==> src/rtl/gpio_port_pkg.sv <==
package gpio_port_pkg;

  // Register addresses on the bus.
  localparam logic [1:0] ADDR_DIR  = 2'd0;
  localparam logic [1:0] ADDR_LAT  = 2'd1;
  localparam logic [1:0] ADDR_PORT = 2'd2;

  typedef enum logic [1:0] {
    SEL_DIR  = 2'd0,
    SEL_LAT  = 2'd1,
    SEL_PIN  = 2'd2,
    SEL_NONE = 2'd3
  } rdSel_e;

  // Strobes from the decoder to the datapath.
  typedef struct packed {
    logic   wrDir;
    logic   wrLat;
    rdSel_e rdSel;
  } ctrlStrobe_t;

endpackage

==> src/rtl/gpio_port_ctrl.sv <==
module gpio_port_ctrl
  import gpio_port_pkg::*;
(
  input  logic [1:0]  busAddr,
  input  logic        busWrEn,
  output ctrlStrobe_t strobe
);

  always_comb begin
    strobe.wrDir = 1'b0;
    strobe.wrLat = 1'b0;
    strobe.rdSel = SEL_NONE;
    unique case (busAddr)
      ADDR_DIR: begin
        strobe.wrDir = busWrEn;
        strobe.rdSel = SEL_DIR;
      end
      ADDR_LAT: begin
        strobe.wrLat = busWrEn;
        strobe.rdSel = SEL_LAT;
      end
      ADDR_PORT: begin
        // Writes to the port view land in the same latch.
        strobe.wrLat = busWrEn;
        strobe.rdSel = SEL_PIN;
      end
      default: begin
        strobe.wrDir = 1'b0;
        strobe.wrLat = 1'b0;
        strobe.rdSel = SEL_NONE;
      end
    endcase
  end

endmodule

==> src/rtl/gpio_port_datapath.sv <==
module gpio_port_datapath
  import gpio_port_pkg::*;
#(
  parameter int PINS   = 16,
  parameter int LANE_W = 8,
  parameter int N_LANE = PINS / LANE_W
) (
  input  logic              clk,
  input  logic              rstN,
  input  ctrlStrobe_t       strobe,
  input  logic [N_LANE-1:0] busByteEn,
  input  logic [PINS-1:0]   busWrData,
  input  logic [PINS-1:0]   anaCfg,
  input  logic [PINS-1:0]   periphEn,
  input  logic [PINS-1:0]   periphOe,
  input  logic [PINS-1:0]   periphOut,
  input  logic [PINS-1:0]   padIn,
  output logic [PINS-1:0]   busRdData,
  output logic [PINS-1:0]   padOe,
  output logic [PINS-1:0]   padOut,
  output logic [PINS-1:0]   periphIn
);

  logic [PINS-1:0] dirQ;
  logic [PINS-1:0] latQ;
  logic [PINS-1:0] pinQ;
  logic [PINS-1:0] laneMask;

  // Byte enables widened to a per-bit write mask.
  for (genvar g = 0; g < N_LANE; g++) begin : g_lane
    assign laneMask[g*LANE_W +: LANE_W] = {LANE_W{busByteEn[g]}};
  end

  always_ff @(posedge clk or negedge rstN) begin
    if (!rstN) begin
      dirQ <= '1;
    end else if (strobe.wrDir) begin
      dirQ <= (dirQ & ~laneMask) | (busWrData & laneMask);
    end
  end

  always_ff @(posedge clk or negedge rstN) begin
    if (!rstN) begin
      latQ <= '0;
    end else if (strobe.wrLat) begin
      latQ <= (latQ & ~laneMask) | (busWrData & laneMask);
    end
  end

  // One-stage input register: the source of the one-cycle read lag.
  always_ff @(posedge clk or negedge rstN) begin
    if (!rstN) begin
      pinQ <= '0;
    end else begin
      pinQ <= padIn;
    end
  end

  // Per-pin output multiplexer: peripheral or port registers.
  for (genvar p = 0; p < PINS; p++) begin : g_pin
    always_comb begin
      if (periphEn[p]) begin
        padOe[p]  = periphOe[p];
        padOut[p] = periphOut[p];
      end else begin
        padOe[p]  = ~dirQ[p];
        padOut[p] = latQ[p];
      end
    end
  end

  assign periphIn = pinQ;

  always_comb begin
    unique case (strobe.rdSel)
      SEL_DIR:  busRdData = dirQ;
      SEL_LAT:  busRdData = latQ;
      SEL_PIN:  busRdData = pinQ & ~anaCfg;
      default:  busRdData = '0;
    endcase
  end

endmodule

==> src/rtl/shared_gpio_port.sv <==
module shared_gpio_port
  import gpio_port_pkg::*;
#(
  parameter  int PINS   = 16,
  parameter  int LANE_W = 8,
  localparam int N_LANE = PINS / LANE_W
) (
  input  logic              clk,
  input  logic              rstN,
  input  logic [1:0]        busAddr,
  input  logic              busWrEn,
  input  logic [N_LANE-1:0] busByteEn,
  input  logic [PINS-1:0]   busWrData,
  output logic [PINS-1:0]   busRdData,
  input  logic [PINS-1:0]   anaCfg,
  input  logic [PINS-1:0]   periphEn,
  input  logic [PINS-1:0]   periphOe,
  input  logic [PINS-1:0]   periphOut,
  output logic [PINS-1:0]   periphIn,
  input  logic [PINS-1:0]   padIn,
  output logic [PINS-1:0]   padOe,
  output logic [PINS-1:0]   padOut
);

  ctrlStrobe_t strobe;

  gpio_port_ctrl u_ctrl (
    .busAddr (busAddr),
    .busWrEn (busWrEn),
    .strobe  (strobe)
  );

  gpio_port_datapath #(
    .PINS   (PINS),
    .LANE_W (LANE_W),
    .N_LANE (N_LANE)
  ) u_dp (
    .clk       (clk),
    .rstN      (rstN),
    .strobe    (strobe),
    .busByteEn (busByteEn),
    .busWrData (busWrData),
    .anaCfg    (anaCfg),
    .periphEn  (periphEn),
    .periphOe  (periphOe),
    .periphOut (periphOut),
    .padIn     (padIn),
    .busRdData (busRdData),
    .padOe     (padOe),
    .padOut    (padOut),
    .periphIn  (periphIn)
  );

endmodule

==> config.mk <==
export PLATFORM = sky130hd
export DESIGN_NAME = shared_gpio_port
export DESIGN_NICKNAME = d
export VERILOG_FILES = /design/src/rtl/gpio_port_pkg.sv /design/src/rtl/gpio_port_ctrl.sv /design/src/rtl/gpio_port_datapath.sv /design/src/rtl/shared_gpio_port.sv
export SDC_FILE = /design/constraint.sdc
export NUM_CORES = 1
export LEC_CHECK = 0
export BUFFER_PORTS_ARGS = -buffer_cell sky130_fd_sc_hd__buf_2
export CAP_MARGIN = 15
export CORE_MARGIN = 1
export CORE_UTILIZATION = 44
export DETAILED_ROUTE_END_ITERATION = 6
export PLACE_DENSITY = 0.94
export SLEW_MARGIN = 0
export SYNTH_ARGS = -nofsm -noshare
export SYNTH_HDL_FRONTEND = slang
export SYNTH_SLANG_ARGS = --single-unit
==> constraint.sdc <==
create_clock -name clk -period 2.11 [get_ports clk]
set_clock_uncertainty 0.1 [all_clocks]
set_input_delay 0.422 -clock clk [delete_from_list [all_inputs] [get_ports clk]]
set_output_delay 0.422 -clock clk [all_outputs]
set_load 0.05 [all_outputs]
Word-level counts from Yosys, hierarchy flattened
Cells that the tools add are included.

word-level totals
  register bits after elaboration = 48
  input port bits = 103
  output and inout port bits = 64
  word-level logic and storage cells = 70

cells by class
  equal/unequal tests = 4
  muxes and demuxes = 36
  bitwise gates (word level) = 24
  reductions and logical operators = 3

operators with widths
  operator                                              number
  bitwise AND 16 bit                                    4
  case mux 16 bit (3 select lines)                      1
  two-way mux 1 bit                                     34
  inverter 16 bit                                       2
  bitwise OR 16 bit                                     2
  inverter 1 bit                                        16
  case mux 2 bit (3 select lines)                       1
  equality test 2 x 1 -> 1 bit (second input constant)  2
  equality test 2 bit (second input constant)           2
  zero test 2 bit                                       2
  OR reduction 2 bit                                    1

Longest topological paths before layout
  depth after elaboration = 4
  gate-level depth with buffers = 6
  gate-level depth less buffers = 4

Hierarchy
A second synthesis with hierarchy kept.

second synthesis, totals
  cell total of the unflattened synthesis = 208
  area, all modules = 2522.4 sq um

by module, submodules not included
  module              times used  cells each  area each (sq um)  seq. area each (sq um)
  gpio_port_datapath  1           198         2439.8             1221.2
  gpio_port_ctrl      1           10          82.6               0.0

Worst setup path after synthesis
OpenSTA, ideal clock, no wires.

  path type = input to output
  start point = input busAddr[0]
  end point = output busRdData[0]
  arrival = 1.838 ns
  required time = 1.588 ns
  setup slack = -0.250 ns
  stages = 6
  buffers on the path = 2
  cell sequence = inv_1 > ha_1 > clkbuf_2 > buf_2 > nand3b_1 > a21oi_1

between the ends
  cells in the longest elaborated chain, start to end = 4
  elaborated cells on any way between the ends = 8
  those cells by class = eq/ne (4); mux (2); reduce/logical (2)

ends and longest elaborated chain
  what                                         line                      RTL
  from (decl)                                  shared_gpio_port.sv:10    input logic [1:0] busAddr,
  equality test 2 bit (tied with other cells)  gpio_port_ctrl.sv:13      unique case (busAddr)
  case mux 2 bit (3 select lines) (*)          gpio_port_ctrl.sv:13
  equality test 2 bit (tied with other cells)  gpio_port_datapath.sv:75  unique case (strobe.rdSel)
  case mux 16 bit (3 select lines) (*)         gpio_port_datapath.sv:75
  to (decl)                                    shared_gpio_port.sv:14    output logic [PINS-1:0] busRdData,

Mark *: on every way between the ends. The rest lies on a longest branch, timed or not.

Final worst setup path
  start point = input busAddr[0]
  end point = output busRdData[3]

Same word-level chain as after synthesis.

==> results.sh <==
export IMPL_portBuffers=166
export IMPL_powerDensity_nw_per_um2=856.4
export IMPL_critPathRequiredTime_ns=1.59
export IMPL_antenna_cells=0
export IMPL_nets=475
export IMPL_dr_pass1_iters=4
export IMPL_max_slew_margin_rel=0.6191
export IMPL_fin_hold_ws_ns=0.01206
export IMPL_tightest_slew_ns=0.5713
export IMPL_drive_gt1_frac=0.7263
export IMPL_routed_via_density=5.134
export IMPL_syn_area_per_cell_sq_um=12.16
export IMPL_place_area_sq_um=3403
export IMPL_syn_num_nets=301
export IMPL_end_kind="primary output"
export IMPL_vias=2254
export IMPL_initial_utilization=0.4591
export IMPL_core_area_sq_um=5140
export IMPL_period_share=0.9650
export IMPL_root_buffer="clkbuf_8"
export IMPL_fin_util=0.6860
export IMPL_grt_first_pass_wirelength_microns=9818
export IMPL_rrSetupSlack_ns=1.22
export IMPL_slew_violations=0
export IMPL_cts_resized=0
export IMPL_synth_edff_count=0
export IMPL_yosys_top_cells_count="mux2_2, dfrtp_1"
export IMPL_fmax_mhz=491.1
export IMPL_area_growth_pct=49.42
export IMPL_num_rows=26
export IMPL_critPathLaunchType="input port"
export IMPL_dieHeight_microns=75.24
export IMPL_clock_latency_ns=0.29
export IMPL_postCtsHoldBufs=0
export IMPL_grt_antenna_before_repair=0
export IMPL_syn_inst=194
export IMPL_cts_sinks=48
export IMPL_p_leak_nw=1.707
export IMPL_synth_top_area_frac=0.3393
export IMPL_ys_warn_count=0
export IMPL_yosys_area_top_type="dfrtp_1"
export IMPL_cap_violations=0
export IMPL_peakVddDrop_mv=0.4049
export IMPL_cp_max_fo=5
export IMPL_synth_most_common_cell="mux2_2"
export IMPL_synth_top_flop_cell="dfrtp_1"
export IMPL_arrival_ns=1.51
export IMPL_grt_max_degree=26
export IMPL_cts_tree="built"
export IMPL_setup_violations=0
export IMPL_critPathLaunch="busAddr[0]"
export IMPL_crit_type="input port to primary output"
export IMPL_hold_viol=0
export IMPL_stdcell_area_sq_um=3526
export IMPL_ant_nets=0
export IMPL_post_route_min_period_ns=2.036
export IMPL_critPathCapture="busRdData[3]"
export IMPL_gp_congestion=0.7898
export IMPL_async_flop_share=1.000
export IMPL_htree_levels=2
export IMPL_die_width_microns=75.24
export IMPL_grt_pass1_vias=2171
export IMPL_netlist_area_sq_um=2360
export IMPL_ys_ff_latch=48
export IMPL_total_power_mw=3.020
export IMPL_synthTopCellsByArea="dfrtp_1, mux2_2, dfstp_2"
export IMPL_grt_total_usage=0.2361
export IMPL_post_cts_buffers=0
export IMPL_wire_per_inst_microns=15.21
export IMPL_route_detailed_drc=0
export IMPL_totalWireLength_microns=6675
export IMPL_synth_seq_area_share=0.5175
export IMPL_die_area_sq_um=5660
export IMPL_yosys_cell_types_count=16
export IMPL_cts_buffer_depth=2
export IMPL_rr_worst_depth=1
export IMPL_rsz0062_at_grt="no"
export IMPL_post_dp_hpwl_microns=5288
export IMPL_status="complete, no violations"
export IMPL_grt_overflow_total=0
export IMPL_hold_path_class="input port to async pin"
export IMPL_ios=167
export IMPL_cts_buffers_inserted=5
export IMPL_drt_iter0_markers=101
export IMPL_clk_pin_slew_ns=0.08
[power by group]
part | internal (mW) | total, mW | leakage (nW) | switching, mW
clock | 0.300 | 0.591 | 0.0515 | 0.291
sequential | 1.13 | 1.25 | 0.544 | 0.121
combinational | 0.403 | 1.18 | 1.11 | 0.777
total | 1.83 | 3.02 | 1.71 | 1.19
[cell type report]
| type | instances | area (sq um) |
|---|---|---|
| clock buffers | 8 | 100.1 |
| well taps | 70 | 87.58 |
| flip-flops and latches | 48 | 1221 |
| repair buffers | 175 | 948.4 |
| inverters | 2 | 7.507 |
| fillers | 411 | 1614 |
| multi-input cells | 136 | 1161 |
[logic make-up (layout without fill, tap and decap cells)]
| group | Yosys count | in the layout | synth area share |
|---|---|---|---|
| and+or+nand+nor | 36 | 36 | 0.09332 |
| AOI/OAI and AO/OA | 48 | 48 | 0.1188 |
| muxes | 48 | 48 | 0.2291 |
| adders and majority gates | 4 | 4 | 0.02121 |
| DFF | 48 | 48 | 0.5175 |
| buffers and inverters | 10 | 185 | 0.02015 |
[per-stage QoR]
step / cells / worst slack (ns) / setup TNS (ns)
6_report: 439 / 0.07386 / 0
5_1_grt: 439 / 0.007940 / 0
4_1_cts: 439 / 0.04783 / 0
3_5_place_dp: 431 / 0.04845 / 0
3_3_place_gp: 431 / 0.07518 / 0
2_1_floorplan: 194 / -0.01656 / -0.1656
[critical path, cell delays in order]
cell and delay, ns:
buf_2 0.11, inv_1 0.07, ha_1 0.21, buf_4 0.17, nand3b_1 0.10, a21oi_2 0.14, buf_2 0.27
[how the worst min path moves through the flow]
| stage | cells past startpoint | to | start | slack, ns |
|---|---|---|---|---|
| finish | 1 | u_dp.periphIn[1]$_DFF_PN0_ | rstN | 0.01 |
| global route | 1 | u_dp.periphIn[8]$_DFF_PN0_ | rstN | 0.04 |
| CTS | 1 | u_dp.periphIn[1]$_DFF_PN0_ | rstN | 0.03 |
| detailed placement | 1 | u_dp.periphIn[1]$_DFF_PN0_ | rstN | 0.35 |
| global placement | 1 | u_dp.periphIn[1]$_DFF_PN0_ | rstN | 0.33 |
| floorplan | 0 | async pin | rstN | 0.03 |
[cell usage in the layout (no fill, tap or decap)]
master / Yosys / layout
ha_1: 4 / 4
o21ai_0: 16 / 16
dfstp_2: 16 / 16
a22oi_1: 16 / 14
buf_12: 0 / 3
buf_4: 1 / 6
nand3b_1: 16 / 16
clkbuf_8: 0 / 7
dfrtp_1: 32 / 32
mux2_2: 48 / 48
inv_1: 2 / 2
buf_2: 3 / 161
nand3_2: 4 / 4
a21oi_2: 0 / 16
clkbuf_1: 1 / 1
a22oi_2: 0 / 2
clkbuf_4: 0 / 5
nand2_1: 16 / 16
[per-layer routing]
layer / routed length, microns / track usage / part of all wire / up-vias
met5: 0 / 0 / 0 / -
met4: 76 / 0.09465 / 0.011 / 0
met3: 403 / 0.04016 / 0.060 / 11
met2: 3633 / 0.4525 / 0.54 / 109
met1: 2562 / 0.2573 / 0.38 / 1073
li1: - / - / - / 1061
Note: power is estimated with default switching activity, not from simulation.
